==> src/rtl/stk_pkg.sv <==
package stk_pkg;

  localparam int WORD_W  = 16;
  localparam int BYTE_W  = 8;
  localparam int MASK_W  = 8;
  localparam int REG_CNT = 9;

  localparam logic [3:0] RID_CC = 4'd0;
  localparam logic [3:0] RID_A  = 4'd1;
  localparam logic [3:0] RID_B  = 4'd2;
  localparam logic [3:0] RID_DP = 4'd3;
  localparam logic [3:0] RID_X  = 4'd4;
  localparam logic [3:0] RID_Y  = 4'd5;
  localparam logic [3:0] RID_U  = 4'd6;
  localparam logic [3:0] RID_S  = 4'd7;
  localparam logic [3:0] RID_PC = 4'd8;

  typedef enum logic [1:0] {ST_IDLE, ST_PRE, ST_XFER, ST_FIN} seq_state_e;

  // mask bit position -> register id; slot 6 names the stack not in use
  function automatic logic [3:0] bit_to_rid(input logic [2:0] b, input logic user_stk);
    case (b)
      3'd7:    return RID_PC;
      3'd6:    return user_stk ? RID_S : RID_U;
      default: return {1'b0, b};
    endcase
  endfunction

  function automatic logic rid_wide(input logic [3:0] r);
    return (r >= RID_X) && (r <= RID_PC);
  endfunction

  function automatic logic [2:0] hot_to_idx(input logic [MASK_W-1:0] h);
    logic [2:0] r;
    r = '0;
    for (int i = 0; i < MASK_W; i++)
      if (h[i]) r = 3'(i);
    return r;
  endfunction

  // registers still to pull after CC during a return, from the E flag
  function automatic logic [MASK_W-1:0] rti_tail_mask(input logic e_flag);
    return e_flag ? 8'hFE : 8'h80;
  endfunction

endpackage

==> src/rtl/stk_pick.sv <==
module stk_pick #(
  parameter int W = 8
) (
  input  logic [W-1:0] vec,
  input  logic         from_top,
  output logic [W-1:0] hot
);
  logic [W:0]   seen_lo;  // seen_lo[i]: any bit below i set
  logic [W:0]   seen_hi;  // seen_hi[i]: any bit at or above i set
  logic [W-1:0] lo_hot;
  logic [W-1:0] hi_hot;

  assign seen_lo[0] = 1'b0;
  assign seen_hi[W] = 1'b0;

  for (genvar g = 0; g < W; g++) begin : g_scan
    assign seen_lo[g+1] = seen_lo[g] | vec[g];
    assign seen_hi[g]   = seen_hi[g+1] | vec[g];
    assign lo_hot[g]    = vec[g] & ~seen_lo[g];
    assign hi_hot[g]    = vec[g] & ~seen_hi[g+1];
  end

  assign hot = from_top ? hi_hot : lo_hot;
endmodule

==> src/rtl/stk_regs.sv <==
module stk_regs
  import stk_pkg::*;
(
  input  logic              clk,
  input  logic              rst_n,
  input  logic              ld_en,
  input  logic [3:0]        ld_sel,
  input  logic [WORD_W-1:0] ld_val,
  input  logic              bw_en,
  input  logic [3:0]        bw_sel,
  input  logic              bw_hi,
  input  logic [BYTE_W-1:0] bw_data,
  input  logic              sp_en,
  input  logic              sp_user,
  input  logic [WORD_W-1:0] sp_val,
  input  logic [3:0]        rd_sel,
  output logic [WORD_W-1:0] rd_val,
  input  logic [3:0]        src_sel,
  output logic [WORD_W-1:0] src_val,
  output logic [WORD_W-1:0] sp_cur
);
  logic [REG_CNT-1:0][WORD_W-1:0] regs;
  logic [3:0] sp_id;

  assign sp_id = sp_user ? RID_U : RID_S;

  for (genvar g = 0; g < REG_CNT; g++) begin : g_reg
    localparam logic [3:0] ID = 4'(g);
    localparam bit WIDE = (g >= 4);
    logic [WORD_W-1:0] q;
    always_ff @(posedge clk or negedge rst_n) begin
      if (!rst_n) begin
        q <= '0;
      end else if (ld_en && ld_sel == ID) begin
        q <= WIDE ? ld_val : {8'h00, ld_val[7:0]};
      end else begin
        if (bw_en && bw_sel == ID) begin
          if (bw_hi) q[15:8] <= bw_data;
          else       q[7:0]  <= bw_data;
        end
        if (sp_en && sp_id == ID) q <= sp_val;
      end
    end
    assign regs[g] = q;
  end

  always_comb begin
    rd_val  = '0;
    src_val = '0;
    for (int i = 0; i < REG_CNT; i++) begin
      if (rd_sel == 4'(i))  rd_val  = regs[i];
      if (src_sel == 4'(i)) src_val = regs[i];
    end
  end

  assign sp_cur = sp_user ? regs[RID_U] : regs[RID_S];
endmodule

==> src/rtl/stk_mask_seq.sv <==
module stk_mask_seq
  import stk_pkg::*;
#(
  parameter int BASE_CYC = 5
) (
  input  logic              clk,
  input  logic              rst_n,
  input  logic              start,
  input  logic [1:0]        op,
  input  logic              use_user,
  input  logic [MASK_W-1:0] mask,
  input  logic              ld_en,
  input  logic [3:0]        ld_sel,
  input  logic [WORD_W-1:0] ld_val,
  input  logic [3:0]        rd_sel,
  output logic [WORD_W-1:0] rd_val,
  output logic [WORD_W-1:0] mem_addr,
  output logic              mem_we,
  output logic              mem_re,
  output logic [BYTE_W-1:0] mem_wdata,
  input  logic [BYTE_W-1:0] mem_rdata,
  output logic              busy,
  output logic              done
);
  localparam int PRE_CYC = BASE_CYC - 1;
  localparam int CNT_W   = $clog2(BASE_CYC + 1);

  seq_state_e        st;
  logic [CNT_W-1:0]  cnt;
  logic [MASK_W-1:0] pend;
  logic              is_pull, is_rti, on_user, second;

  // named internal events
  logic              idle_w, xfer_w, accept_w, byte_last_w, rti_expand_w;
  logic [MASK_W-1:0] hot, pend_after;
  logic [2:0]        cur_bit;
  logic [3:0]        cur_rid;
  logic              cur_wide;
  logic [WORD_W-1:0] src_val, sp_cur, sp_next;

  assign idle_w   = (st == ST_IDLE);
  assign xfer_w   = (st == ST_XFER);
  assign accept_w = idle_w && start;

  stk_pick #(.W(MASK_W)) u_pick (
    .vec      (pend),
    .from_top (~is_pull),
    .hot      (hot)
  );

  assign cur_bit     = hot_to_idx(hot);
  assign cur_rid     = bit_to_rid(cur_bit, on_user);
  assign cur_wide    = rid_wide(cur_rid);
  assign byte_last_w = ~cur_wide | second;
  assign sp_next     = is_pull ? sp_cur + 16'd1 : sp_cur - 16'd1;

  stk_regs u_regs (
    .clk     (clk),
    .rst_n   (rst_n),
    .ld_en   (ld_en && idle_w),
    .ld_sel  (ld_sel),
    .ld_val  (ld_val),
    .bw_en   (xfer_w && is_pull),
    .bw_sel  (cur_rid),
    .bw_hi   (cur_wide && !second),
    .bw_data (mem_rdata),
    .sp_en   (xfer_w),
    .sp_user (on_user),
    .sp_val  (sp_next),
    .rd_sel  (rd_sel),
    .rd_val  (rd_val),
    .src_sel (cur_rid),
    .src_val (src_val),
    .sp_cur  (sp_cur)
  );

  assign mem_addr  = is_pull ? sp_cur + 16'd1 : sp_cur;
  assign mem_we    = xfer_w && !is_pull;
  assign mem_re    = xfer_w && is_pull;
  assign mem_wdata = second ? src_val[15:8] : src_val[7:0];

  assign rti_expand_w = xfer_w && is_rti && byte_last_w && hot[0];

  always_comb begin
    pend_after = pend;
    if (byte_last_w) pend_after = pend & ~hot;
    if (rti_expand_w) pend_after = rti_tail_mask(mem_rdata[7]);
  end

  always_ff @(posedge clk or negedge rst_n) begin
    if (!rst_n) begin
      st      <= ST_IDLE;
      cnt     <= '0;
      pend    <= '0;
      is_pull <= 1'b0;
      is_rti  <= 1'b0;
      on_user <= 1'b0;
      second  <= 1'b0;
    end else begin
      case (st)
        ST_IDLE: if (accept_w) begin
          st      <= ST_PRE;
          cnt     <= CNT_W'(PRE_CYC - 1);
          is_rti  <= op[1];
          is_pull <= op[1] | op[0];
          on_user <= ~op[1] & use_user;
          pend    <= op[1] ? 8'h01 : mask;
          second  <= 1'b0;
        end
        ST_PRE: begin
          if (cnt == '0) st <= (pend != '0) ? ST_XFER : ST_FIN;
          else           cnt <= cnt - 1'b1;
        end
        ST_XFER: begin
          second <= ~byte_last_w;
          pend   <= pend_after;
          if (pend_after == '0) st <= ST_FIN;
        end
        default: st <= ST_IDLE;
      endcase
    end
  end

  assign busy = !idle_w;
  assign done = (st == ST_FIN);

  // each transfer cycle serves exactly one mask slot
  assert_one_slot_R3: assert property (@(posedge clk) disable iff (!rst_n)
    xfer_w |-> $countones(hot) == 1);

  // push moves the active pointer down by one per byte
  assert_push_step_R3: assert property (@(posedge clk) disable iff (!rst_n)
    (xfer_w && !is_pull) |=> sp_cur == $past(sp_cur) - 16'd1);

  // pull moves the active pointer up by one per byte
  assert_pull_step_R4: assert property (@(posedge clk) disable iff (!rst_n)
    (xfer_w && is_pull) |=> sp_cur == $past(sp_cur) + 16'd1);

  // done lasts one cycle and ends the operation
  assert_done_pulse_R5: assert property (@(posedge clk) disable iff (!rst_n)
    done |=> (!done && !busy));

  // an operation in flight cannot be cut short by start
  assert_no_restart_R8: assert property (@(posedge clk) disable iff (!rst_n)
    (busy && !done) |=> busy);

  // the prelude never touches memory
  assert_pre_quiet_R6: assert property (@(posedge clk) disable iff (!rst_n)
    (st == ST_PRE) |-> !(mem_we || mem_re));
endmodule

==> config.mk <==
export PLATFORM = sky130hd
export DESIGN_NAME = stk_mask_seq
export DESIGN_NICKNAME = d
export VERILOG_FILES = /design/src/rtl/stk_pkg.sv /design/src/rtl/stk_pick.sv /design/src/rtl/stk_regs.sv /design/src/rtl/stk_mask_seq.sv
export SDC_FILE = /design/constraint.sdc
export NUM_CORES = 1
export LEC_CHECK = 0
export BUFFER_PORTS_ARGS = -buffer_cell sky130_fd_sc_hd__buf_2
export CAP_MARGIN = 10
export CORE_MARGIN = 2
export CORE_UTILIZATION = 28
export DETAILED_ROUTE_END_ITERATION = 10
export SYNTH_ARGS = -nofsm -noshare
export SYNTH_HDL_FRONTEND = slang
export SYNTH_HIERARCHICAL = 1
export SYNTH_SLANG_ARGS = --single-unit
==> constraint.sdc <==
create_clock -name clk -period 5.1 [get_ports clk]
set_input_delay 0.765 -clock clk [delete_from_list [all_inputs] [get_ports clk]]
set_output_delay 0.765 -clock clk [all_outputs]
set_load 0.005 [all_outputs]
==> results of run 1 <==
## where the power goes
group | switching (W) | internal (W) | leakage (nW) | total, W
Combinational | 0.00357 | 0.00249 | 3.45 | 0.00606
Clock | 0.000582 | 0.000671 | 0.276 | 0.00125
Sequential | 0.000878 | 0.00192 | 1.92 | 0.00280
## cell families (layout without fill, tap and decap cells)
kind of cell	count (synthesis)	count (layout)
AND/OR/NAND/NOR	480	480
AO/OA/AOI/OAI	416	416
multiplexers	180	180
flip-flops	161	161
buffers and inverters	151	179
XOR/XNOR	29	29
adder cells (fa/ha/maj)	10	10
other	0	3
## worst max-delay path by stage
stage / to / cells after the start / slack, ns / from
final: mem_wdata[4] / 12 / 0.32 / pend[1]$_DFFE_PN0P_
after global routing: mem_wdata[7] / 15 / 0.004 / is_pull$_DFFE_PN0P_
after CTS: mem_wdata[4] / 12 / 0.37 / pend[1]$_DFFE_PN0P_
after detailed placement: mem_wdata[4] / 12 / 0.87 / pend[1]$_DFFE_PN0P_
after global placement: mem_wdata[4] / 16 / 0.87 / is_pull$_DFFE_PN0P_
after floorplan: mem_wdata[0] / 16 / 0.89 / is_pull$_DFFE_PN0P_
## cell usage after synthesis (all sizes together), types with 5 or more instances
master,instances,area (um^2)
o22ai,12,75.1
ha,10,125
and2,12,75.1
nand3,34,170
xnor2,17,149
nor2b,36,225
mux4,6,135
buf,50,278
nand2,152,571
and3,8,50.1
a21boi,6,45.1
a211oi,49,433
nor2,113,424
clkbuf,74,278
xor2,12,105
nand2b,17,106
nor4,6,50.0
nor3,53,275
a22o,7,61.3
inv,25,93.8
dfrtp,161,4030
mux2,36,405
mux2i,138,1380
a21oi,137,686
a22oi,24,180
or3,5,31.3
a32o,7,70.1
nor4b,7,82.6
o22a,11,96.3
nor3b,11,87.6
o221ai,24,210
o21ai,98,490
o2bb2ai,6,52.6
## worst max-delay path, delay by kind of cell (launching register included)
family,cells,cell delay (ns)
muxes,1,0.28
buffers and inverters,2,0.37
DFF,1,0.51
AOI/OAI and AO/OA,4,0.73
and+or+nand+nor,5,1.68
## stage by stage
stage | instances | worst slack [ns] | total power, W
2_1_floorplan | 1427 | 0.890 | 0.00657
3_3_place_gp | 1961 | 0.871 | 0.00863
3_5_place_dp | 1961 | 0.865 | 0.00869
4_1_cts | 1993 | 0.367 | 0.00998
5_1_grt | 1994 | 0.00398 | 0.0108
6_report | 1997 | 0.315 | 0.0101
## placed cells by master, fill, tap and decap left out, types with 13 or more instances in the layout
cell	count
a211oi_2	13
nor2b_1	36
mux2i_1	138
nand3_1	34
dfrtp_1	161
nand2_1	152
nand2b_1	17
inv_1	25
buf_2	89
o221ai_1	24
nor3_1	47
clkbuf_16	17
nor2_1	110
a22oi_1	24
a21oi_1	137
buf_4	27
o21ai_0	97
a211oi_1	36
xnor2_1	17
mux2_2	36
## per-layer routing
layer	wire length [um]	track usage [%]	vias to the layer above
met5	13	0	-
met4	1310	7.02	2
met3	3800	4.39	82
met2	20800	32.0	548
met1	20800	29.6	5690
li1	-	-	5233
## registers in the layout, indices dropped and copies added (netlist names)
name,count
st,2
cnt,3
is_pull,1
is_rti,1
u_regs/g.q,144
pend,8
second,1
on_user,1
## layout make-up
class | instances | area [um^2] | share of cell area, %
inverters | 27 | 101 | 0.750
clock buffers | 20 | 467 | 3.45
diodes | 3 | 7.51 | 0.0556
flip-flops and latches | 161 | 4030 | 29.8
clock inverters | 12 | 97.6 | 0.722
multi-input cells | 1115 | 7420 | 54.9
well taps | 539 | 674 | 4.99
repair buffers | 120 | 713 | 5.28
==> results.yml, run 1 <==
status:
  outcome: "finished clean"
setup_path:
  rr_worst_depth: 12
  critPathSlowestCell: "or3b_2"
  crit_path_max_fanout: 29
  end_kind: "output pin"
  path_cells: "nor4_2 -> a32o_1 -> a211oi_1 -> nor2_1 -> nor2_2 -> buf_4 -> or3b_2 -> nor2_1 -> a22oi_1 -> o31ai_1 -> mux2_2 -> buf_2"
  reg2reg_to: "u_regs/g_reg[6].q[6]$_DFFE_PN0P_"
  worst-r2r-setup-slack_ns: 1.23
  slowest_delay_ns: 0.59
  cpMostUsedCell: "nor2_1"
  worstPathArrival_ns: 4.02
  crit_type: "reg -> out"
  reg2reg_from: "is_pull$_DFFE_PN0P_"
  crit_path_start_kind: "flip-flop"
  critPathRequiredTime_ns: 4.34
grt:
  grt_max_degree: 95
  grtUsageTotal_pct: 21.0
  grt_pass1_wl_um: 70900
  grt_pass1_vias: 11200
  grt.overflow.total: 0
  antenna_found_initial: 3
cts:
  post_cts_buffers: 0
  insertion_delay_ns: 0.45
  path_clk_slew_ns: 0.07
  tritoncts: "built"
  cts_made_buffers: 17
  cts_max_level: 4
  cts.sinks: 161
  clockBufferDepth: 2
  post_cts_resized: 0
  cts_root_buffer: "clkbuf_16"
  holdBufCountCts: 0
final_layout:
  fin_util_pct: 32.0
  drive_above_1_share_pct: 16.4
  final_nets: 1499
  design_area_mm2: 0.0135
  fill_cells: 4455
  areaGrowthSynthToFinish_pct: 12.2
place:
  place_congestion: 0.983
  port_buffers: 90
  place_hpwl_um: 34700
  placed_area_mm2: 0.0129
timing:
  worst_pin_slew_ns: 1.25
  finalHoldViolCount: 0
  finalCritPeriodShare_pct: 93.8
  max_slew_margin_pct: 16.2
  slew_viol_final: 0
  period_minus_slack_ns: 4.78
  whs_ns: 0.401
  rsz0062_at_grt: "no"
  fin_tns_setup_ns: 0
  finClkSkew_ns: 0.00981
  max_freq_ghz: 0.209
  finalSetupViolations: 0
synth:
  syn_nets: 1484
  synth.avg_cell_area_um2: 8.44
  synth_xor_xnor_area_share_pct: 2.11
  synth_mux_area_share_pct: 16.0
  synth_top_family_by_area: "compound AO/OA/AOI/OAI gates"
  synth_compound_area_share_pct: 22.4
  synthAdderAreaFrac_pct: 1.04
  ys_async_sr_fraction_pct: 100
  seq_area_frac_synth_pct: 33.4
  synth-main-ff-cell: "dfrtp_1"
  synth_enable_flop_cells: 0
  synth_seq_cells: 161
  syn_area_mm2: 0.0120
  synth_simple_gate_area_share_pct: 19.6
  synthDistinctLibCells: 76
  synthCells: 1427
  synth_warnings: 6
drt:
  drc: 0
  dr.pass1.iters: 6
  drt-vias-per-instance: 5.79
  drt-total-wl_um: 46700
  drt-initial-drc-count: 1314
  post_drt_wl_per_cell_um: 23.4
  ant_nets: 0
  vias: 11600
floorplanning:
  die_height_um: 211
  dieWidth_um: 211
  rows: 75
  core_mm2: 0.0422
  initial_core_util_pct: 28.5
  die-area_mm2: 0.0447
  io_pins: 91
hold_path:
  min_path_type: "in -> async"
power_and_ir_drop:
  power.leakage_nw: 5.64
  peakVddDrop_v: 0.000387
  powerDensity_mw_per_mm2: 749
run:
  drv_cap: 0
(Power assumes the default switching activity.)
==> run 2, diff against run 1 <==
--- a/config.mk
+++ b/config.mk
@@ -8,8 +8,10 @@
 export BUFFER_PORTS_ARGS = -buffer_cell sky130_fd_sc_hd__buf_2
 export CAP_MARGIN = 10
 export CORE_MARGIN = 2
-export CORE_UTILIZATION = 28
+export CORE_UTILIZATION = 62
+export CTS_BUF_LIST = sky130_fd_sc_hd__clkbuf_16
 export DETAILED_ROUTE_END_ITERATION = 10
+export PLACE_DENSITY = 0.82
 export SYNTH_ARGS = -nofsm -noshare
 export SYNTH_HDL_FRONTEND = slang
 export SYNTH_HIERARCHICAL = 1
==> results.yml, run 2 (synthesis results as in run 1) <==
drt:
  drt-total-wl_um: 44300
  dr.pass1.iters: 6
  post_drt_wl_per_cell_um: 25.8
  wl_met1_um: 17300
  ant_nets: 0
  drt-vias-per-instance: 6.99
  wl_met3_um: 5180
  drt-initial-drc-count: 1705
  vias: 12000
  wl_met2_um: 19000
  drc: 0
  highest_layer: "met4"
cts:
  cts_max_level: 4
  cts_root_buffer: "clkbuf_16"
  clockBufferDepth: 2
  cts.sinks: 161
  path_clk_slew_ns: 0.07
  tritoncts: "built"
  holdBufCountCts: 0
  insertion_delay_ns: 0.43
  cts_made_buffers: 17
final_layout:
  areaGrowthSynthToFinish_pct: 10.1
  fin_util_pct: 70.2
  largest_reg_flops: 144
  final_cell_mix: "dfrtp_1 (160), nand2_1 (152), mux2i_1 (138)"
  final_common_cell: "dfrtp_1"
  fill_cells: 1498
  drive_above_1_share_pct: 16.6
  diodes: 0
  final_nets: 1503
  largestRegisters: "u_regs/g.q (144), pend (8), cnt (3)"
  regMostFlops: "u_regs/g.q"
setup_path:
  path_cells: "nor2_1 -> a32o_1 -> buf_4 -> nor2_2 -> buf_4 -> or3b_2 -> nor2_1 -> a22oi_1 -> o31ai_1 -> mux2_2 -> buf_2"
  rr_worst_depth: 14
  reg2reg_from: "is_pull$_DFFE_PN0P_"
  crit_path_start_kind: "flip-flop"
  critPathSlowestCell: "or3b_2"
  worstPathArrival_ns: 4.07
  worst-r2r-setup-slack_ns: 1.13
  end_kind: "output pin"
  reg2reg_to: "u_regs/g_reg[6].q[3]$_DFFE_PN0P_"
  crit_path_max_fanout: 18
  crit_type: "reg -> out"
  critPathRequiredTime_ns: 4.34
  slowest_delay_ns: 0.57
timing:
  finalSetupViolations: 0
  worst_pin_slew_ns: 1.29
  max_slew_margin_pct: 13.7
  finalHoldViolCount: 0
  finClkSkew_ns: 0.00984
  whs_ns: 0.271
  finalCritPeriodShare_pct: 94.8
  fin_tns_setup_ns: 0
  max_freq_ghz: 0.207
  slew_viol_final: 0
  period_minus_slack_ns: 4.83
  rsz0062_at_grt: "no"
power_and_ir_drop:
  powerDensity_mw_per_mm2: 775
  power.leakage_nw: 5.68
  peakVddDrop_v: 0.000402
  finalPower_w: 0.0103
hold_path:
  min_path_type: "in -> async"
status:
  outcome: "finished clean"
place:
  place_congestion: 1.02
  port_buffers: 90
  place_hpwl_um: 31100
grt:
  grt_pass1_vias: 11200
  antenna_found_initial: 0
  grt_max_degree: 114
  grt_pass1_wl_um: 67400
  grt.overflow.total: 0
  grtUsageTotal_pct: 43.5
floorplanning:
  rows: 50
  die-area_mm2: 0.0206
  die_height_um: 143
  core_mm2: 0.0189
  io_pins: 91
  initial_core_util_pct: 63.8
  dieWidth_um: 143
run:
  drv_cap: 0
==> run 2: changes by cell type in the layout (fill, tap and decap cells not counted), sizes merged <==
cell,previous run,this run
clkinvlp,2,3
clkbuf,21,17
buf,119,124
inv,30,27
bufinv,0,4
diode,3,0
==> run 2: worst max-delay path, delay by kind of cell, from the launching register on <==
| kind | cells | cell delay (ns) |
|---|---|---|
| AND/OR/NAND/NOR | 4 | 1.56 |
| buffers and inverters | 3 | 0.66 |
| multiplexers | 1 | 0.23 |
| flip-flops | 1 | 0.48 |
| AO/OA/AOI/OAI | 3 | 0.69 |
==> run 2: final cells by class <==
cell class | count | area [um^2] | share of cell area, %
multi-input combinational | 1115 | 7430 | 56.0
sequential | 161 | 4030 | 30.4
timing repair buffer | 124 | 749 | 5.65
clock buffer | 17 | 425 | 3.21
tap | 260 | 325 | 2.45
clock inverter | 14 | 190 | 1.43
inverter | 27 | 109 | 0.821
==> run 2: report_power, final <==
part | total (W) | internal, W | switching (W)
sequential | 0.00277 | 0.00192 | 0.000851
clock | 0.00137 | 0.000818 | 0.000553
combinational | 0.00614 | 0.00255 | 0.00359
total | 0.0103 | 0.00529 | 0.00500
==> run 2: through the flow <==
step           cells  worst slack (ns)  instance area, um^2
2_1_floorplan   1427             0.890                12000
5_1_grt         1718             0.115                13300
6_report        1718             0.265                13300
3_3_place_gp    1684             0.752                12600
3_5_place_dp    1684             0.688                12600
4_1_cts         1715             0.204                13200
==> run 2: timing repair <==
| action | in CTS | in global routing |
|---|---|---|
| setup endpoints to repair | 0 | 8 |
| resized for setup | 0 | 5 |
| buffers inserted | 0 | 2 |
==> run 2: worst max-delay path by stage <==
stage,start,end,slack (ns),cells after the start
floorplan,is_pull$_DFFE_PN0P_,mem_wdata[0],0.89,16
global placement,is_pull$_DFFE_PN0P_,mem_wdata[2],0.75,14
detailed placement,is_pull$_DFFE_PN0P_,mem_wdata[3],0.69,14
CTS,is_pull$_DFFE_PN0P_,mem_wdata[3],0.20,14
global route,is_pull$_DFFE_PN0P_,mem_wdata[7],0.12,16
finish,pend[4]$_DFFE_PN0P_,mem_wdata[5],0.27,11
==> run 2: per-layer routing <==
metal	global-route usage, %	up-vias
met5	0	-
met4	23.8	0
met3	8.03	180
met2	64.9	894
met1	60.0	5687
li1	-	5246
